**src/rtl/board_ctl_pkg.sv**
```systemverilog
package board_ctl_pkg;
  localparam int DW    = 16;
  localparam int LO_W  = 16;
  localparam int HI_W  = 4;
  localparam int HI_LSB = LO_W + 1;

  localparam logic [1:0] SEL_STATUS = 2'd0;
  localparam logic [1:0] SEL_PARCTL = 2'd1;
  localparam logic [1:0] SEL_PARADR = 2'd2;

  // status word bit positions
  localparam int S_RST   = 15;
  localparam int S_AIR   = 14;
  localparam int S_ATTN  = 13;
  localparam int S_IE    = 12;
  localparam int S_PIE   = 11;
  localparam int S_PFLAG = 9;
  localparam int S_CIRQ  = 8;
  localparam int S_EXP   = 5;
  localparam int S_BIG   = 4;

  // parity control bit positions
  localparam int P_ACK  = 8;
  localparam int P_SRC  = 7;
  localparam int P_LANE = 6;

  typedef struct packed {
    logic            rst;
    logic            air;
    logic            attn;
    logic            ie;
    logic            pie;
    logic            exp;
    logic            big;
    logic [HI_W-1:0] hi;
  } stat_t;

  typedef struct packed {
    logic [HI_W-1:0] hi;
    logic [LO_W-1:0] lo;
    logic            src;
    logic            lane;
  } perr_rec_t;
endpackage

```
**src/rtl/bc_status_reg.sv**
```systemverilog
module bc_status_reg
  import board_ctl_pkg::*;
(
  input  logic          clk_i,
  input  logic          rst_ni,
  input  logic          wr_i,
  input  logic [DW-1:0] wdata_i,
  output stat_t         stat_o,
  output logic          atten_o
);
  stat_t stat_q;
  logic  atten_q;

  always_ff @(posedge clk_i or negedge rst_ni) begin
    if (!rst_ni) begin
      stat_q     <= '0;
      stat_q.rst <= 1'b1;
      atten_q    <= 1'b0;
    end else begin
      atten_q <= wr_i && (wdata_i[S_ATTN] != stat_q.attn);
      if (wr_i) begin
        stat_q.rst  <= wdata_i[S_RST];
        stat_q.air  <= wdata_i[S_AIR];
        stat_q.attn <= wdata_i[S_ATTN];
        stat_q.ie   <= wdata_i[S_IE];
        stat_q.pie  <= wdata_i[S_PIE];
        stat_q.exp  <= wdata_i[S_EXP];
        stat_q.big  <= wdata_i[S_BIG];
        stat_q.hi   <= wdata_i[HI_W-1:0];
      end
    end
  end

  assign stat_o  = stat_q;
  assign atten_o = atten_q;
endmodule

```
**src/rtl/bc_parity_capture.sv**
```systemverilog
module bc_parity_capture
  import board_ctl_pkg::*;
#(
  parameter int ADDR_W = 21
) (
  input  logic              clk_i,
  input  logic              rst_ni,
  input  logic              err_i,
  input  logic [ADDR_W-1:0] err_addr_i,
  input  logic              err_src_i,
  input  logic              err_lane_i,
  input  logic              ack_i,
  output logic              flag_o,
  output perr_rec_t         rec_o
);
  localparam int HI_MSB = HI_LSB + HI_W - 1;

  logic      flag_q;
  perr_rec_t rec_q;
  logic      take;

  // an acknowledge on the same edge reopens the capture window
  assign take = err_i && (!flag_q || ack_i);

  always_ff @(posedge clk_i or negedge rst_ni) begin
    if (!rst_ni) begin
      flag_q <= 1'b0;
      rec_q  <= '0;
    end else if (take) begin
      flag_q     <= 1'b1;
      rec_q.hi   <= err_addr_i[HI_MSB:HI_LSB];
      rec_q.lo   <= err_addr_i[LO_W-1:0];
      rec_q.src  <= err_src_i;
      rec_q.lane <= err_lane_i;
    end else if (ack_i) begin
      flag_q <= 1'b0;
    end
  end

  assign flag_o = flag_q;
  assign rec_o  = rec_q;
endmodule

```
**src/rtl/bc_irq_gen.sv**
```systemverilog
module bc_irq_gen
  import board_ctl_pkg::*;
(
  input  stat_t stat_i,
  input  logic  ctrl_irq_i,
  input  logic  flag_i,
  output logic  irq_o
);
  logic ctrl_req, par_req;

  assign ctrl_req = ctrl_irq_i & stat_i.ie;
  assign par_req  = flag_i & stat_i.pie;
  assign irq_o    = ~stat_i.rst & (ctrl_req | par_req);
endmodule

```
**src/rtl/bc_read_mux.sv**
```systemverilog
module bc_read_mux
  import board_ctl_pkg::*;
(
  input  logic [1:0]    sel_i,
  input  stat_t         stat_i,
  input  logic          ctrl_irq_i,
  input  logic          flag_i,
  input  perr_rec_t     rec_i,
  output logic [DW-1:0] rdata_o
);
  logic [DW-1:0] stat_word, pctl_word;

  always_comb begin
    stat_word              = '0;
    stat_word[S_RST]       = stat_i.rst;
    stat_word[S_AIR]       = stat_i.air;
    stat_word[S_ATTN]      = stat_i.attn;
    stat_word[S_IE]        = stat_i.ie;
    stat_word[S_PIE]       = stat_i.pie;
    stat_word[S_PFLAG]     = flag_i;
    stat_word[S_CIRQ]      = ctrl_irq_i;
    stat_word[S_EXP]       = stat_i.exp;
    stat_word[S_BIG]       = stat_i.big;
    stat_word[HI_W-1:0]    = stat_i.hi;

    pctl_word              = '0;
    pctl_word[P_SRC]       = rec_i.src;
    pctl_word[P_LANE]      = rec_i.lane;
    pctl_word[HI_W-1:0]    = rec_i.hi;

    unique case (sel_i)
      SEL_STATUS: rdata_o = stat_word;
      SEL_PARCTL: rdata_o = pctl_word;
      SEL_PARADR: rdata_o = rec_i.lo;
      default:    rdata_o = '0;
    endcase
  end
endmodule

```
**src/rtl/board_ctl.sv**
```systemverilog
module board_ctl
  import board_ctl_pkg::*;
#(
  parameter int ADDR_W = 21
) (
  input  logic              clk_i,
  input  logic              rst_ni,
  input  logic              wr_en_i,
  input  logic [1:0]        addr_i,
  input  logic [DW-1:0]     wdata_i,
  output logic [DW-1:0]     rdata_o,
  input  logic              ctrl_irq_i,
  input  logic              par_err_i,
  input  logic [ADDR_W-1:0] par_addr_i,
  input  logic              par_src_i,
  input  logic              par_lane_i,
  output logic              ctl_reset_o,
  output logic              on_air_o,
  output logic              atten_o,
  output logic              exp_bus_en_o,
  output logic              big_ram_o,
  output logic [HI_W-1:0]   hi_addr_o,
  output logic              irq_o
);
  stat_t     stat;
  perr_rec_t par_rec;
  logic      par_flag;
  logic      stat_wr, ack_wr;

  assign stat_wr = wr_en_i && (addr_i == SEL_STATUS);
  assign ack_wr  = wr_en_i && (addr_i == SEL_PARCTL) && wdata_i[P_ACK];

  bc_status_reg u_stat (
    .clk_i   (clk_i),
    .rst_ni  (rst_ni),
    .wr_i    (stat_wr),
    .wdata_i (wdata_i),
    .stat_o  (stat),
    .atten_o (atten_o)
  );

  bc_parity_capture #(.ADDR_W(ADDR_W)) u_par (
    .clk_i      (clk_i),
    .rst_ni     (rst_ni),
    .err_i      (par_err_i),
    .err_addr_i (par_addr_i),
    .err_src_i  (par_src_i),
    .err_lane_i (par_lane_i),
    .ack_i      (ack_wr),
    .flag_o     (par_flag),
    .rec_o      (par_rec)
  );

  bc_irq_gen u_irq (
    .stat_i     (stat),
    .ctrl_irq_i (ctrl_irq_i),
    .flag_i     (par_flag),
    .irq_o      (irq_o)
  );

  bc_read_mux u_rd (
    .sel_i      (addr_i),
    .stat_i     (stat),
    .ctrl_irq_i (ctrl_irq_i),
    .flag_i     (par_flag),
    .rec_i      (par_rec),
    .rdata_o    (rdata_o)
  );

  assign ctl_reset_o  = stat.rst;
  assign on_air_o     = stat.air;
  assign exp_bus_en_o = stat.exp;
  assign big_ram_o    = stat.big;
  assign hi_addr_o    = stat.hi;
endmodule

```
**config.mk**
```make
export PLATFORM = sky130hd
export DESIGN_NAME = board_ctl
export DESIGN_NICKNAME = d
export VERILOG_FILES = /design/src/rtl/board_ctl_pkg.sv /design/src/rtl/bc_status_reg.sv /design/src/rtl/bc_parity_capture.sv /design/src/rtl/bc_irq_gen.sv /design/src/rtl/bc_read_mux.sv /design/src/rtl/board_ctl.sv
export SDC_FILE = /design/constraint.sdc
export NUM_CORES = 1
export LEC_CHECK = 0
export BUFFER_PORTS_ARGS = -buffer_cell sky130_fd_sc_hd__buf_2
export CORE_ASPECT_RATIO = 2
export CORE_MARGIN = 2
export CORE_UTILIZATION = 42
export DETAILED_ROUTE_END_ITERATION = 6
export PLACE_DENSITY_LB_ADDON = 0.08
export SLEW_MARGIN = 10
export SYNTH_ARGS = -nofsm -noshare
export SYNTH_HDL_FRONTEND = slang
export SYNTH_SLANG_ARGS = --single-unit
export TNS_END_PERCENT = 1
```
**constraint.sdc**
```tcl
create_clock -name clk_i -period 1.1 [get_ports clk_i]
set_input_delay 0.165 -clock clk_i [delete_from_list [all_inputs] [get_ports clk_i]]
set_output_delay 0.165 -clock clk_i [all_outputs]
set_load 0.02 [all_outputs]
```
Word-level counts from Yosys, hierarchy flattened
Cells that the tools add are included.
{ "classes": {"n_eq_ne": 3, "n_mux": 3, "bitwise_logic": 5, "n_reduce_logical": 9} }
{ "op_table": {"columns": ["op", "count"], "rows": [
  ["$pmux W16 S3", 1],
  ["$logic_and A1 B1 Y1", 5],
  ["$and A1 B1 Y1", 3],
  ["$eq A2 B1 Y1 const B", 1],
  ["$eq A2 B2 Y1 const B", 1],
  ["$logic_not A2 Y1", 1],
  ["$mux W1", 2],
  ["$reduce_bool A2 Y1", 1],
  ["$logic_not A1 Y1", 1],
  ["$logic_or A1 B1 Y1", 1],
  ["$ne A1 B1 Y1", 1],
  ["$not A1 Y1", 1],
  ["$or A1 B1 Y1", 1]
]} }
{ "word_totals": {"reg_bits": 35} }

Longest topological paths before layout
{ "logic_depth": {"word_depth": 6, "ltp_mapped": 5, "mapped_depth_nobuf": 3} }

Cells and area by module
A second synthesis with hierarchy kept.
{ "hier_totals": {"cells_unflattened": 114, "area_unflattened_um2": 1760.4} }
{ "by_module_without_submodules": {"columns": ["module", "instances", "cells_each", "area_per_inst_um2", "seq_area_each_um2"], "rows": [
  ["bc_parity_capture", 1, 50, 970.9, 575.6],
  ["bc_status_reg", 1, 26, 486.7, 301.5],
  ["bc_read_mux", 1, 34, 274.0, 0.0],
  ["board_ctl", 1, 2, 17.5, 0.0],
  ["bc_irq_gen", 1, 2, 11.3, 0.0]
]} }

Least setup slack after synthesis
OpenSTA, ideal clock, no wires.
{ "synth_path": {"path_kind": "input port to flip-flop", "start": "input port addr_i[1]", "end": "register u_par.rec_q, in the netlist u_par.rec_o[10]", "setup_ns": 0.125, "t_arrival_ns": 1.151, "t_required_ns": 0.975, "slack_ns": -0.176, "path_stages": 5, "n_path_buf": 2, "cell_sequence": "buf_6 -> nand4b_4 -> a21boi_4 -> buf_6 -> mux2_2"} }
{ "synth_between": {"elab_chain_cells": 5} }
{ "synth_rtl": {"columns": ["item", "line_no", "rtl"], "rows": [
  ["start, declared", "board_ctl.sv:9", "input logic [1:0] addr_i,"],
  ["$eq A2 B1 Y1", "board_ctl.sv:31", "assign ack_wr = wr_en_i && (addr_i == SEL_PARCTL) && wdata_i[P_ACK];"],
  ["$logic_and A1 B1 Y1 (2 in series)", "board_ctl.sv:31", null],
  ["$logic_or A1 B1 Y1", "bc_parity_capture.sv:23", "assign take = err_i && (!flag_q || ack_i);"],
  ["$logic_and A1 B1 Y1", "bc_parity_capture.sv:23", null],
  ["end, declared", "bc_parity_capture.sv:19", "perr_rec_t rec_q;"]
]} }
Every way passes these cells.
A chain may end at the register's enable or synchronous reset.

Worst setup path in the final report
{ "layout_path": {"start": "register u_par.flag_q, in the netlist u_par.flag_o", "end": "output port rdata_o[9]"} }
{ "layout_between": {"elab_chain_cells": 1} }
{ "layout_rtl": {"columns": ["item", "line_no", "rtl"], "rows": [
  ["start, declared", "bc_parity_capture.sv:18", "logic flag_q;"],
  ["start signal, assigned", "bc_parity_capture.sv:27", "flag_q <= 1'b0;"],
  ["start signal, assigned", "bc_parity_capture.sv:30", "flag_q <= 1'b1;"],
  ["start signal, assigned", "bc_parity_capture.sv:36", "flag_q <= 1'b0;"],
  ["$pmux W16 S3", "bc_read_mux.sv:31", "unique case (sel_i)"],
  ["end, declared", "board_ctl.sv:11", "output logic [DW-1:0] rdata_o,"]
]} }
Every way passes these cells.

==> impl_metrics.yaml <==
power:
  vdd_ir_drop_max_mv: 1.263
  power_density_nw_per_um2: 1692
  clockPowerShare_pct: 22.7
  seq_power_share_pct: 46.0
  p_int_mw: 2.750
  p_sw_mw: 1.197
  combPwrFrac_pct: 31.3
  leakage_nw: 1.179
  netSwitchingFraction_pct: 30.33
worst_setup_path:
  r2r-end: "u_par.rec_o[5]"
  reg2reg_slack_ps: -180
  timing.rr.start: "u_par.flag_o"
  start_kind: "flop"
  cp.arrival_ps: 1170
  path_max_fanout: 3
  critical_path_class: "reg -> out"
  crit_required_ps: 940
  timing.critical_path.to_type: "output pin"
  ff2ff_path_depth: 3
logic_synthesis:
  netlist_instances: 122
  synthAdderAreaFrac_pct: 0
  synth_edf_count: 0
  yosysTopAreaCellShare_pct: 51.20
  synthSimpleGateAreaFrac_pct: 6.852
  synth.ff_latch_count: 35
  netlist_area_sq_um: 1662
  synth_common_cells: "dfrtp_1, mux2_2, mux2i_1, nor2_1, buf_4"
  synth-xor-area-share_pct: 0.5271
  synth-compound-area-share_pct: 4.292
  mappedNetlistNets: 168
  synth_top_family_by_area: "multiplexers"
  synth_ff_type: "dfrtp_1"
  synth_cell_types: 20
  yosys_warnings: 0
  synth.yosys.seq_area_share_pct: 52.79
  synthArstFlopShare_pct: 100.0
  synth.area.mux_share_pct: 30.20
  yosysTopAreaCell: "dfrtp_1"
  synthTopCellsByArea: "dfrtp_1, mux2_2, mux2i_1"
  avgSynthCellArea_sq_um: 13.62
  yosysMostFrequentCell: "dfrtp_1"
timing:
  fmax_mhz: 751.0
  post-route-period-util_pct: 121.0
  rsz0062_at_grt: "true"
  maxSlewViolCount: 0
  finalSetupViolations: 40
  worst_pin_slew_ps: 281.0
  worst_slack_ps: -231.5
  slew_headroom_pct: 81.27
  fin_crit_ps: 1332
  finalClockSkew_ps: 6.220
  fin_tns_setup_ps: -5400
  finalHoldViolCount: 0
global_routing:
  gr-usage-met2_pct: 34.14
  top_usage_layer: "met2"
  grt_max_degree: 14
  grt_first_pass_wirelength_mm: 6.306
  grt_pass1_vias: 1308
  grt_use_met3_pct: 3.226
  grt-ovfl-total: 0
  gr-usage-met1_pct: 20.93
  antenna_found_initial: 0
  track_usage_pct: 18.65
run:
  cap_violations: 0
place:
  dpl.hpwl_mm: 2.944
  routabilityCongestion: 0.6730
  portBuffers: 66
route:
  drt-wirelength-per-cell_um: 15.46
  ant_nets: 0
  via_per_inst: 4.810
  via_count: 1217
  dr.pass1.iters: 3
  wl_mm: 3.912
  drc: 0
  drt_iter0_drc: 6
final_layout:
  layout-area-overhead-vs-synth_pct: 40.36
  final_util_pct: 60.68
  drive_gt1_share_pct: 63.37
  diodes: 0
  fin_nets: 247
clock_network:
  ctsLongestPathBuffers: 2
  cts_root_buf: "clkbuf_8"
  clock_sinks: 35
  cts_tree: "done"
  cts-buffers-inserted: 5
  clkSlewWorstSetupHoldPaths_ps: 70
  clock_latency_ps: 290
  h-tree-depth: 2
floorplanning:
  die_w_um: 48.48
  start_util_pct: 43.23
  ios: 72
  fp.coreArea_sq_um: 3844
  num_rows: 32
  die_h_um: 92.95
  dieArea_sq_um: 4506
hold_path:
  hp-start: "par_err_i"
  whs_path_depth: 2
  holdPathEnd: "u_par.flag_o"
  hp-class: "in -> reg"
run_status:
  violations: "negative setup slack"
  status: "complete, but fails checks"
cells by family (layout without fill, tap and decap cells):
group,count (synthesis),in the layout
AOI/OAI and AO/OA,9,9
xor gates and xnor gates,1,1
buffers and inverters,11,91
DFF,35,35
muxes,46,46
and+or+nand+nor,20,20
cells in the final DEF (no fill, tap or decap):
cell type      instances
mux2_4                21
and2_1                 2
clkinvlp_4             1
dlygate4sd3_1          1
mux2i_1               12
clkinv_2               1
a22o_1                 2
clkbuf_1               1
mux2_1                 1
dfstp_2                1
buf_6                  4
mux2i_2                1
nand2_1                4
dfrtp_1               34
a22oi_2                1
buf_2                 60
clkbuf_8               5
nor2b_4                1
buf_12                 2
buf_4                 16
a21boi_4               1
nor2_1                10
nor3b_2                1
mux2_2                11
xor2_1                 1
o21ai_1                4
nor2b_1                1
a21o_1                 1
nand4b_4               1
sequential cells by signal, indices dropped and copies added (netlist names):
name	cells
u_par.flag_o	1
u_par.rec_o	22
u_stat.atten_o	1
u_stat.stat_o	11
how the worst max path moves through the flow:
stage	cells past startpoint	from	slack, ps	endpoint
finish	4	u_par.flag_o	-230	rdata_o[9]
global route	4	u_par.flag_o	-300	irq_o
CTS	4	u_par.flag_o	-240	irq_o
detailed placement	5	addr_i[1]	-230	u_par.rec_o[9]
global placement	5	addr_i[1]	-210	u_stat.stat_o[2]
floorplan	5	addr_i[1]	-150	u_par.rec_o[10]
per-stage QoR:
step	setup slack, ps	power, mW	hold slack [ps]	instance area [sq um]	instances
floorplan	-154.0	2.495	-130.6	1662	122
global placement	-211.0	2.820	63.50	2105	243
detailed placement	-227.8	2.869	62.52	2105	243
CTS	-240.0	3.969	76.46	2318	253
global route	-296.6	4.152	92.02	2332	253
finish	-231.5	3.946	79.23	2332	253
power groups by stage:
| stage | Combinational, mW | Clock (mW) | Sequential [mW] |
|---|---|---|---|
| after detailed placement | 1.05 | 0 | 1.82 |
| final | 1.23 | 0.897 | 1.81 |
| after global routing | 1.33 | 0.973 | 1.85 |
| after global placement | 1.01 | 0 | 1.81 |
| after floorplan | 0.695 | 0 | 1.80 |
| after CTS | 1.23 | 0.925 | 1.81 |
worst max-delay path: stages (launching register included):
cell	delay [ps]
dfrtp_1	420
buf_6	140
mux2i_1	120
nor2_1	60
buf_2	150
what timing repair did:
item | CTS | global route
endpoints found under the hold margin | 9 | 0
setup endpoints to repair | 40 | 40
buffers inserted | 1 | 0
pin swaps | 3 | 1
hold buffers | 1 | 0
gates resized for setup | 35 | 4
cell type report:
cell class              count  area (sq um)
clock inverters             2         12.51
flip-flops and latches     35         877.1
clock buffers               6         72.57
repair buffers             83         515.5
fillers                   341          1511
multi-input cells          76         790.8
well taps                  51         63.81
per-layer routing:
metal	routed length (um)	part of all wire (%)
met1	1503	38
met2	2177	56
met3	162	4.1
met4	69	1.8
met5	0	0
(Power assumes the default switching activity.)
